### config.mk
export PLATFORM = sky130hd
export DESIGN_NAME = line_fill_ctrl
export DESIGN_NICKNAME = d
export VERILOG_FILES = /design/src/rtl/lfc_pkg.sv /design/src/rtl/lfc_lfsr.sv /design/src/rtl/lfc_victim_sel.sv /design/src/rtl/lfc_wb_buf.sv /design/src/rtl/line_fill_ctrl.sv
export SDC_FILE = /design/constraint.sdc
export NUM_CORES = 1
export LEC_CHECK = 0
export BUFFER_PORTS_ARGS = -buffer_cell sky130_fd_sc_hd__buf_2
export CAP_MARGIN = 25
export CORE_AREA = 2 2 335 337
export CTS_CLUSTER_SIZE = 25
export DETAILED_ROUTE_END_ITERATION = 8
export DIE_AREA = 0 0 337 339
export PLACE_DENSITY_LB_ADDON = 0.2
export SLEW_MARGIN = 10
export SYNTH_ARGS = -nofsm -noshare
export SYNTH_HDL_FRONTEND = slang
export SYNTH_SLANG_ARGS = --single-unit
### constraint.sdc
create_clock -name clk -period 13.07 [get_ports clk]
set_input_delay 2.614 -clock clk [delete_from_list [all_inputs] [get_ports clk]]
set_output_delay 2.614 -clock clk [all_outputs]
set_load 0.01 [all_outputs]
### src/rtl/lfc_pkg.sv
package lfc_pkg;
    localparam int QW_BITS   = 64;
    localparam int BEATS     = 4;
    localparam int BEAT_W    = $clog2(BEATS);
    localparam int LINE_BITS = QW_BITS * BEATS;
    localparam int QW_OFS    = $clog2(QW_BITS / 8);
    localparam int OFS_W     = $clog2(LINE_BITS / 8);
    localparam int WAYS      = 4;
    localparam int WAY_W     = $clog2(WAYS);

    typedef enum logic [1:0] {
        FS_IDLE,
        FS_REQ,
        FS_FILL
    } fill_state_e;

    typedef struct packed {
        logic [WAY_W-1:0]  way;
        logic [BEAT_W-1:0] crit;
        logic [BEAT_W-1:0] cnt;
    } fill_ctx_t;

    function automatic logic [WAY_W-1:0] first_free(input logic [WAYS-1:0] v);
        first_free = '0;
        for (int i = WAYS - 1; i >= 0; i--) begin
            if (!v[i]) first_free = WAY_W'(i);
        end
    endfunction
endpackage

### src/rtl/lfc_lfsr.sv
module lfc_lfsr #(
    parameter int W     = 8,
    parameter int OUT_W = 2,
    parameter logic [W-1:0] TAPS = 8'hB8
) (
    input  logic             clk,
    input  logic             rst,
    output logic [OUT_W-1:0] rnd
);
    logic [W-1:0] q;
    logic         fb;

    assign fb  = ^(q & TAPS);
    assign rnd = q[OUT_W-1:0];

    always_ff @(posedge clk) begin
        if (rst) q <= W'(1);
        else     q <= {q[W-2:0], fb};
    end
endmodule

### src/rtl/lfc_victim_sel.sv
module lfc_victim_sel import lfc_pkg::*; (
    input  logic [WAYS-1:0]  way_valid,
    input  logic [WAY_W-1:0] rnd,
    output logic [WAY_W-1:0] way
);
    always_comb begin
        if (&way_valid) way = rnd;
        else            way = first_free(way_valid);
    end
endmodule

### src/rtl/lfc_wb_buf.sv
module lfc_wb_buf import lfc_pkg::*; #(
    parameter int TAG_W = 21,
    parameter int IDX_W = 6
) (
    input  logic                 clk,
    input  logic                 rst,
    input  logic                 load,
    input  logic [LINE_BITS-1:0] load_line,
    input  logic [TAG_W-1:0]     load_tag,
    input  logic [IDX_W-1:0]     load_idx,
    input  logic [WAY_W-1:0]     load_way,
    input  logic                 ack,
    output logic                 valid,
    output logic [LINE_BITS-1:0] line,
    output logic [TAG_W-1:0]     tag,
    output logic [IDX_W-1:0]     idx,
    output logic [WAY_W-1:0]     way
);
    always_ff @(posedge clk) begin
        if (rst) begin
            valid <= 1'b0;
        end else if (ack) begin
            valid <= 1'b0;
        end else if (load) begin
            valid <= 1'b1;
        end
    end

    always_ff @(posedge clk) begin
        if (load && !valid) begin
            line <= load_line;
            tag  <= load_tag;
            idx  <= load_idx;
            way  <= load_way;
        end
    end
endmodule

### src/rtl/line_fill_ctrl.sv
module line_fill_ctrl import lfc_pkg::*; #(
    parameter int ADDR_W = 32,
    parameter int IDX_W  = 6,
    parameter int LFSR_W = 8,
    parameter logic [LFSR_W-1:0] LFSR_TAPS = 8'hB8,
    localparam int TAG_W = ADDR_W - IDX_W - OFS_W,
    localparam int LA_W  = ADDR_W - OFS_W
) (
    input  logic                 clk,
    input  logic                 rst,
    input  logic                 miss_valid,
    input  logic [ADDR_W-1:0]    miss_addr,
    input  logic [WAYS-1:0]      way_valid,
    input  logic [WAYS-1:0]      way_dirty,
    input  logic [TAG_W-1:0]     victim_tag,
    input  logic [LINE_BITS-1:0] victim_line,
    output logic                 busy,
    output logic                 req_valid,
    input  logic                 req_ready,
    output logic [ADDR_W-1:0]    req_addr,
    output logic [BEAT_W-1:0]    req_qw,
    input  logic                 beat_valid,
    input  logic [QW_BITS-1:0]   beat_data,
    output logic                 beat_ready,
    output logic                 wr_en,
    output logic [WAY_W-1:0]     wr_way,
    output logic [IDX_W-1:0]     wr_index,
    output logic [BEAT_W-1:0]    wr_qw,
    output logic [QW_BITS-1:0]   wr_data,
    output logic                 fwd_valid,
    output logic [QW_BITS-1:0]   fwd_data,
    output logic                 upd_valid,
    output logic [WAY_W-1:0]     upd_way,
    output logic [IDX_W-1:0]     upd_index,
    output logic                 wb_valid,
    output logic [TAG_W-1:0]     wb_tag,
    output logic [IDX_W-1:0]     wb_index,
    output logic [WAY_W-1:0]     wb_way,
    output logic [LINE_BITS-1:0] wb_data,
    input  logic                 wb_ack
);
    fill_state_e      st;
    fill_ctx_t        ctx;
    logic [LA_W-1:0]  line_addr;
    logic [WAY_W-1:0] rnd;
    logic [WAY_W-1:0] pick;
    logic             accept;
    logic             evict;
    logic             last_beat;

    lfc_lfsr #(.W(LFSR_W), .OUT_W(WAY_W), .TAPS(LFSR_TAPS)) u_lfsr (
        .clk (clk),
        .rst (rst),
        .rnd (rnd)
    );

    lfc_victim_sel u_sel (
        .way_valid (way_valid),
        .rnd       (rnd),
        .way       (pick)
    );

    assign busy      = (st != FS_IDLE) || wb_valid;
    assign accept    = miss_valid && !busy;
    assign evict     = accept && way_valid[pick] && way_dirty[pick];
    assign last_beat = (ctx.cnt == BEAT_W'(BEATS - 1));

    lfc_wb_buf #(.TAG_W(TAG_W), .IDX_W(IDX_W)) u_wb (
        .clk       (clk),
        .rst       (rst),
        .load      (evict),
        .load_line (victim_line),
        .load_tag  (victim_tag),
        .load_idx  (miss_addr[OFS_W +: IDX_W]),
        .load_way  (pick),
        .ack       (wb_ack),
        .valid     (wb_valid),
        .line      (wb_data),
        .tag       (wb_tag),
        .idx       (wb_index),
        .way       (wb_way)
    );

    always_ff @(posedge clk) begin
        if (rst) begin
            st <= FS_IDLE;
        end else begin
            unique case (st)
                FS_IDLE: if (accept) st <= FS_REQ;
                FS_REQ:  if (req_ready) st <= FS_FILL;
                FS_FILL: if (beat_valid && last_beat) st <= FS_IDLE;
                default: st <= FS_IDLE;
            endcase
        end
    end

    always_ff @(posedge clk) begin
        if (accept) begin
            line_addr <= miss_addr[ADDR_W-1:OFS_W];
            ctx.crit  <= miss_addr[QW_OFS +: BEAT_W];
            ctx.way   <= pick;
            ctx.cnt   <= '0;
        end else if (st == FS_FILL && beat_valid) begin
            ctx.cnt <= ctx.cnt + 1'b1;
        end
    end

    assign req_valid  = (st == FS_REQ);
    assign req_addr   = {line_addr, {OFS_W{1'b0}}};
    assign req_qw     = ctx.crit;
    assign beat_ready = (st == FS_FILL);

    assign wr_en    = (st == FS_FILL) && beat_valid;
    assign wr_way   = ctx.way;
    assign wr_index = line_addr[IDX_W-1:0];
    assign wr_qw    = ctx.crit ^ ctx.cnt;
    assign wr_data  = beat_data;

    assign fwd_valid = wr_en && (ctx.cnt == '0);
    assign fwd_data  = beat_data;

    assign upd_valid = wr_en && last_beat;
    assign upd_way   = ctx.way;
    assign upd_index = line_addr[IDX_W-1:0];
endmodule

==> results.sh, run 1 <==
export IMPL_outcome="completed"
export IMPL_avgViaCountPerCell=2.61
export IMPL_die_area_mm2=0.114
export IMPL_fin_nets=1487
export IMPL_switching_power_w=0.000565
export IMPL_ys_types=29
export IMPL_drcViolationCount=0
export IMPL_drtAntennaViolNets=0
export IMPL_dp_final_hpwl_um=36800
export IMPL_nFillCells=12300
export IMPL_placedCellCount=2540
export IMPL_maxSlewViolCount=0
export IMPL_crit_path_end="wr_en"
export IMPL_pwr_share_comb_pct=3.9
export IMPL_switching_share_pct=23.0
export IMPL_fin_crit_ns=5.72
export IMPL_rsz0062_at_grt="false"
export IMPL_arrival_ns=3.10
export IMPL_cts_repair_resized=0
export IMPL_ys_ff_latch=329
export IMPL_io_buffer_count=658
export IMPL_max_cap_violations=0
export IMPL_hold_viol_final=0
export IMPL_root_buffer="clkbuf_16"
export IMPL_final_cell_mix="658 x buf_2, 316 x edfxtp_1, 44 x clkbuf_16, 13 x dfxtp_1, 10 x clkinv_1"
export IMPL_seqPwrFrac_pct=48.2
export IMPL_fmax_mhz=175
export IMPL_drtIter0Drc=256
export IMPL_rr_startpoint="st[1]"
export IMPL_peakVddDrop_mv=0.0799
export IMPL_crit_type="input port to output pin"
export IMPL_crit_chain="buf_2, nand3b_1, inv_1, buf_2"
export IMPL_place_gp_congestion=0.781
export IMPL_wl_per_cell_um=17.8
export IMPL_cts_tree="done"
export IMPL_fin_area_mm2=0.0167
export IMPL_setup_reg_to_reg_worst_slack_ns=9.29
export IMPL_grt_ovfl_total=0
export IMPL_worstSetupStartpoint="beat_valid"
export IMPL_worstMarginPinSlew_ns=1.12
export IMPL_via_count=6844
export IMPL_whs_ns=0.431
export IMPL_timing_final_crit_share_pct=43.7
export IMPL_yosys_warnings=0
export IMPL_min_path_cells=1
export IMPL_timing_rr_end="u_wb.line[79]"
export IMPL_path_max_fanout=5
export IMPL_drive_gt1_share_pct=64.2
export IMPL_critPathBufInv=3
export IMPL_htreeDepth=2
export IMPL_die_w_um=337
export IMPL_postPlaceCellArea_mm2=0.0153
export IMPL_stdcell_count=2625
export IMPL_antenna_found_initial=27
export IMPL_grt_pass1_vias=7386
export IMPL_cp_end_kind="output pin"
export IMPL_numCtsBuffers=44
export IMPL_die_y_um=339
export IMPL_post_place_ws_ns=6.84
export IMPL_synth_edf_count=316
export IMPL_async_flop_share_pct=0
export IMPL_syn_inst=538
export IMPL_clkPwrFrac_pct=47.9
export IMPL_power_density_mw_per_mm2=147
export IMPL_synth_top_area_cell="edfxtp_1"
export IMPL_ys_flop_type="edfxtp_1"
export IMPL_synth_area_leaders="edfxtp_1 84%, buf_4 10%, dfxtp_1 2.3%, nor2b_1 0.44%, xor2_1 0.31%"
export IMPL_core_mm2=0.110
export IMPL_cts_setup_buffers=0
export IMPL_clk_latency_ns=0.62
export IMPL_grt_start_max_net_pins=146
export IMPL_holdBufCountCts=0
export IMPL_tns_ns=0
export IMPL_io_pins=859
export IMPL_fin_ws_ns=7.35
export IMPL_clkSinkCount=329
export IMPL_final_common_cell="buf_2"
export IMPL_start_util_pct=10.2
export IMPL_cp_common_cell="buf_2"
export IMPL_clk_pin_slew_ns=0.05
export IMPL_cp_num_cells=4
export IMPL_finalSetupViolations=0
export IMPL_cp_data_required_time_ns=10.46
export IMPL_internal_power_w=0.00189
export IMPL_netlist_area_mm2=0.0113
export IMPL_layout_area_overhead_vs_synth_pct=48.7
export IMPL_first_pass_iters=4
export IMPL_clockBufferDepth=3
export IMPL_placementRows=122
export IMPL_reg2regPathDepth=5
export IMPL_start_kind="input port"
export IMPL_grt_pass1_wl_um=59900
export IMPL_track_usage_pct=7.70
export IMPL_max_stage_delay_ns=0.16
export IMPL_slew_headroom_pct=25.0
export IMPL_syn_avg_cell_area_um2=20.9
export IMPL_yosysSeqAreaShare_pct=86.6
export IMPL_p_leak_nw=6.46
export IMPL_drt_total_wl_um=46600
export IMPL_critPathSlowestCell="nand3b_1"
export IMPL_synth_top_cell_area_share_pct=84.3
export IMPL_clock_skew_ns=0.0409
export IMPL_crit_family="buffers and inverters"
export IMPL_min_path_type="flop to flop"
-- Yosys cell counts (2+ instances only) --
master and instances:
xor2_1 4, nand2_1 3, and3_1 4, buf_4 151, nand2b_1 2, xnor2_1 2, nor2b_1 8, a21oi_1 2
ha_1 2, dfxtp_1 13, nand3b_1 2, inv_1 7, edfxtp_1 316, nor2_1 7
-- per-layer routing --
layer	wire (um)	up-vias	part of all wire [%]	GRT usage (%)
li1	-	2973	-	-
met1	15200	3202	33	7.27
met2	23300	498	50	13.7
met3	6060	147	13	3.90
met4	1930	24	4.1	3.68
met5	161	-	0.35	0
-- how the worst min path moves through the flow --
stage	start	end	slack, ns
2_1_floorplan	u_lfsr.q[2]	u_lfsr.q[3]	0.41
3_3_place_gp	u_lfsr.q[6]	u_lfsr.q[7]	0.42
3_5_place_dp	u_lfsr.q[6]	u_lfsr.q[7]	0.43
4_1_cts	u_lfsr.q[6]	u_lfsr.q[7]	0.44
5_1_grt	u_lfsr.q[2]	u_lfsr.q[3]	0.47
6_report	u_lfsr.q[6]	u_lfsr.q[7]	0.43
-- power groups by stage --
stage	combinational (W)	sequential, W	clock (W)
2_1_floorplan	0.0000622	0.00121	0
3_3_place_gp	0.0000981	0.00121	0
3_5_place_dp	0.0000987	0.00121	0
4_1_cts	0.0000989	0.00118	0.00124
5_1_grt	0.000105	0.00118	0.00128
6_report	0.0000955	0.00118	0.00117
-- flip-flops by register name, indices dropped and copies added, names as in the netlist --
name	count
u_wb.valid	1
u_wb.way	2
u_wb.line	256
u_wb.idx	6
u_wb.tag	21
req_qw	2
line_addr	27
ctx	2
st	2
upd_way	2
u_lfsr.q	8
-- cell families (layout without fill, tap and decap cells) --
family,after synthesis,in the layout,synth area share [%]
xor+xnor,6,6,0.467
other cells,1,9,0.0333
fa+ha+maj,2,2,0.222
compound gates,9,9,0.545
buf+inv,159,750,10.3
simple gates,32,32,1.76
flops,329,329,86.6
-- area by class of cell --
class                           instances  area [um2]  area share (%)
Multi-Input combinational cell         54         360            2.15
Inverter                                7        26.3           0.157
Antenna cell                            4        10.0          0.0598
Clock inverter                         29         262            1.56
Sequential cell                       329        9750            58.3
Tap cell                             1488        1860            11.1
Clock buffer                           52        1130            6.76
Timing Repair Buffer                  662        3340            19.9
-- metrics by stage --
stage                     utilization (%)  power [W]
final                                15.2    0.00245
after global placement               13.9    0.00130
after CTS                            15.2    0.00253
after global routing                 15.2    0.00257
after floorplan                         -    0.00127
after detailed placement             13.9    0.00130
(Power assumes the default switching activity.)
==> inputs of run 2 (changes only) <==
==> constraint.sdc (replaced) <==
create_clock -name clk -period 5.7 [get_ports clk]
set_input_delay 1.14 -clock clk [delete_from_list [all_inputs] [get_ports clk]]
set_output_delay 1.14 -clock clk [all_outputs]
set_load 0.01 [all_outputs]
==> run 2 against run 1 <==
  * Sequential power increased by 130%
  * Register-to-register slack got worse by 6.1 ns
  * Clock power increased by 120%
  * Cell count about the same
  * Via count increased by 0.88%
  * Non-clock buffer count increased by 5
  * Global-route usage increased by 0.11 points
  * Critical path depth increased by 1
  * Clock skew decreased by 0.0051 ns
  * Cell area increased by 0.15%
  * Sequential share of layout area decreased by 0.087 points
  * Combinational power increased by 140%
==> results.sh, run 2 (synthesized netlist as in run 1, its figures left out) <==
export IMPL_timing_final_crit_share_pct=50.0
export IMPL_fin_ws_ns=2.85
export IMPL_rr_startpoint="u_lfsr.q[1]"
export IMPL_critPathSlowestCell="and3_4"
export IMPL_tns_ns=0
export IMPL_fin_area_mm2=0.0168
export IMPL_utilization_pct=15.2
export IMPL_crit_type="input port to flop"
export IMPL_multiInputGateArea_um2=360
export IMPL_finalSetupViolations=0
export IMPL_drcViolationCount=0
export IMPL_holdBufCountCts=0
export IMPL_min_path_cells=1
export IMPL_crit_chain="buf_2, nor4b_1, a211oi_1, and3_4, buf_12"
export IMPL_timing_rr_end="u_wb.line[162]"
export IMPL_max_cap_violations=0
export IMPL_setup_reg_to_reg_worst_slack_ns=3.19
export IMPL_path_max_fanout=76
export IMPL_rsz0062_at_grt="false"
export IMPL_clk_pin_slew_ns=0.06
export IMPL_clock_skew_ns=0.0358
export IMPL_worstMarginPinSlew_ns=0.860
export IMPL_fin_crit_ns=2.85
export IMPL_avgViaCountPerCell=2.63
export IMPL_min_delay_worst_endpoint="u_lfsr.q[7]"
export IMPL_die_y_um=339
export IMPL_largest_reg_flops=256
export IMPL_power_density_mw_per_mm2=330
export IMPL_cp_data_required_time_ns=5.94
export IMPL_fin_nets=1491
export IMPL_slew_headroom_pct=42.7
export IMPL_final_cell_mix="658 x buf_2, 316 x edfxtp_1, 44 x clkbuf_16, 13 x dfxtp_1"
export IMPL_start_kind="input port"
export IMPL_hold_viol_final=0
export IMPL_dp_final_hpwl_um=38200
export IMPL_grt_pass1_vias=7459
export IMPL_die_area_mm2=0.114
export IMPL_first_pass_iters=4
export IMPL_drt_total_wl_um=47300
export IMPL_worstHoldStart="u_lfsr.q[6]"
export IMPL_grt_pass1_wl_um=60800
export IMPL_critPathBufInv=2
export IMPL_clockBufferDepth=3
export IMPL_finalPower_w=0.00554
export IMPL_reg2regPathDepth=4
export IMPL_cts_setup_buffers=0
export IMPL_wl_per_cell_um=18.0
export IMPL_top_register="u_wb.line"
export IMPL_start_util_pct=10.2
export IMPL_cts_repair_resized=0
export IMPL_arrival_ns=3.09
export IMPL_p_leak_nw=6.47
export IMPL_maxSlewViolCount=0
export IMPL_grt_ovfl_total=0
export IMPL_postPlaceCellArea_mm2=0.0154
export IMPL_via_count=6904
export IMPL_peakVddDrop_mv=0.193
export IMPL_io_buffer_count=658
export IMPL_max_stage_delay_ns=0.80
export IMPL_cts_tree="done"
export IMPL_min_path_type="flop to flop"
export IMPL_outcome="completed"
export IMPL_final_common_cell="buf_2"
export IMPL_clk_latency_ns=0.61
export IMPL_grt_start_max_net_pins=77
export IMPL_cp_end_kind="flop"
export IMPL_root_buffer="clkbuf_16"
export IMPL_ff_latch_area_mm2=0.00975
export IMPL_fmax_mhz=351
export IMPL_numCtsBuffers=43
export IMPL_layout_area_overhead_vs_synth_pct=48.9
export IMPL_die_w_um=337
export IMPL_antenna_found_initial=30
export IMPL_post_place_ws_ns=2.18
export IMPL_core_mm2=0.110
export IMPL_top_regs="u_wb.line (256), line_addr (27), u_wb.tag (21)"
export IMPL_htreeDepth=2
export IMPL_place_gp_congestion=0.813
export IMPL_drtIter0Drc=285
export IMPL_crit_family="simple AND/OR/NAND/NOR gates"
export IMPL_clkSinkCount=329
export IMPL_io_pins=859
export IMPL_drtAntennaViolNets=0
export IMPL_nFillCells=12300
export IMPL_placementRows=122
export IMPL_track_usage_pct=7.81
export IMPL_drive_gt1_share_pct=64.6
run 2: cell count changes in the layout (fill, tap and decap cells not counted), moves of 2 or more:
cell | previous run | this run
buf_12 | 1 | 4
bufinv_16 | 2 | 0
clkinv_1 | 10 | 6
buf_4 | 3 | 5
run 2: how the worst max path moves through the flow:
| stage | from | to | cells after the start |
|---|---|---|---|
| 6_report | way_valid[3] | u_wb.line[162] | 5 |
| 5_1_grt | way_valid[3] | u_wb.tag[8] | 5 |
| 4_1_cts | line_addr[5] | upd_index[5] | 1 |
| 3_5_place_dp | way_valid[3] | u_wb.line[44] | 5 |
| 3_3_place_gp | way_valid[3] | u_wb.line[0] | 5 |
| 2_1_floorplan | miss_valid | u_wb.idx[0] | 2 |
run 2: layout make-up:
type / count / share of cell area [%]
Sequential cell: 329 / 58.2
Inverter: 7 / 0.157
Tap cell: 1488 / 11.1
Antenna cell: 5 / 0.0746
Multi-Input combinational cell: 54 / 2.15
Timing Repair Buffer: 667 / 20.3
Clock inverter: 24 / 1.16
Clock buffer: 53 / 6.83
run 2: worst register-to-register path, delay by kind of cell (launching register included):
kind	cells	cell delay, ns
DFF	1	0.34
and+or+nand+nor	2	0.96
AOI/OAI and AO/OA	1	0.32
buffers and inverters	1	0.50
run 2: metrics by stage:
step                std cells  hold WS (ns)
floorplan                 542         0.414
global placement         2545         0.422
detailed placement       2545         0.430
CTS                      2622         0.440
global route             2623         0.472
finish                   2627         0.438
run 2: power by group:
part	leakage (nW)	internal, W	switching (W)	total (W)
Clock	0.640	0.00145	0.00114	0.00260
Combinational	2.86	0.000112	0.000116	0.000228
Sequential	2.97	0.00269	0.0000203	0.00271
Total	6.47	0.00425	0.00128	0.00554
run 2: metal layers:
layer / GRT usage (%) / wire length (um) / vias up / share of wire [%]
met1: 7.01 / 14500 / 3245 / 31
met3: 4.30 / 6540 / 150 / 14
li1: - / - / 2981 / -
met4: 3.78 / 1930 / 24 / 4.1
met5: 0 / 132 / - / 0.28
met2: 14.1 / 24200 / 504 / 51
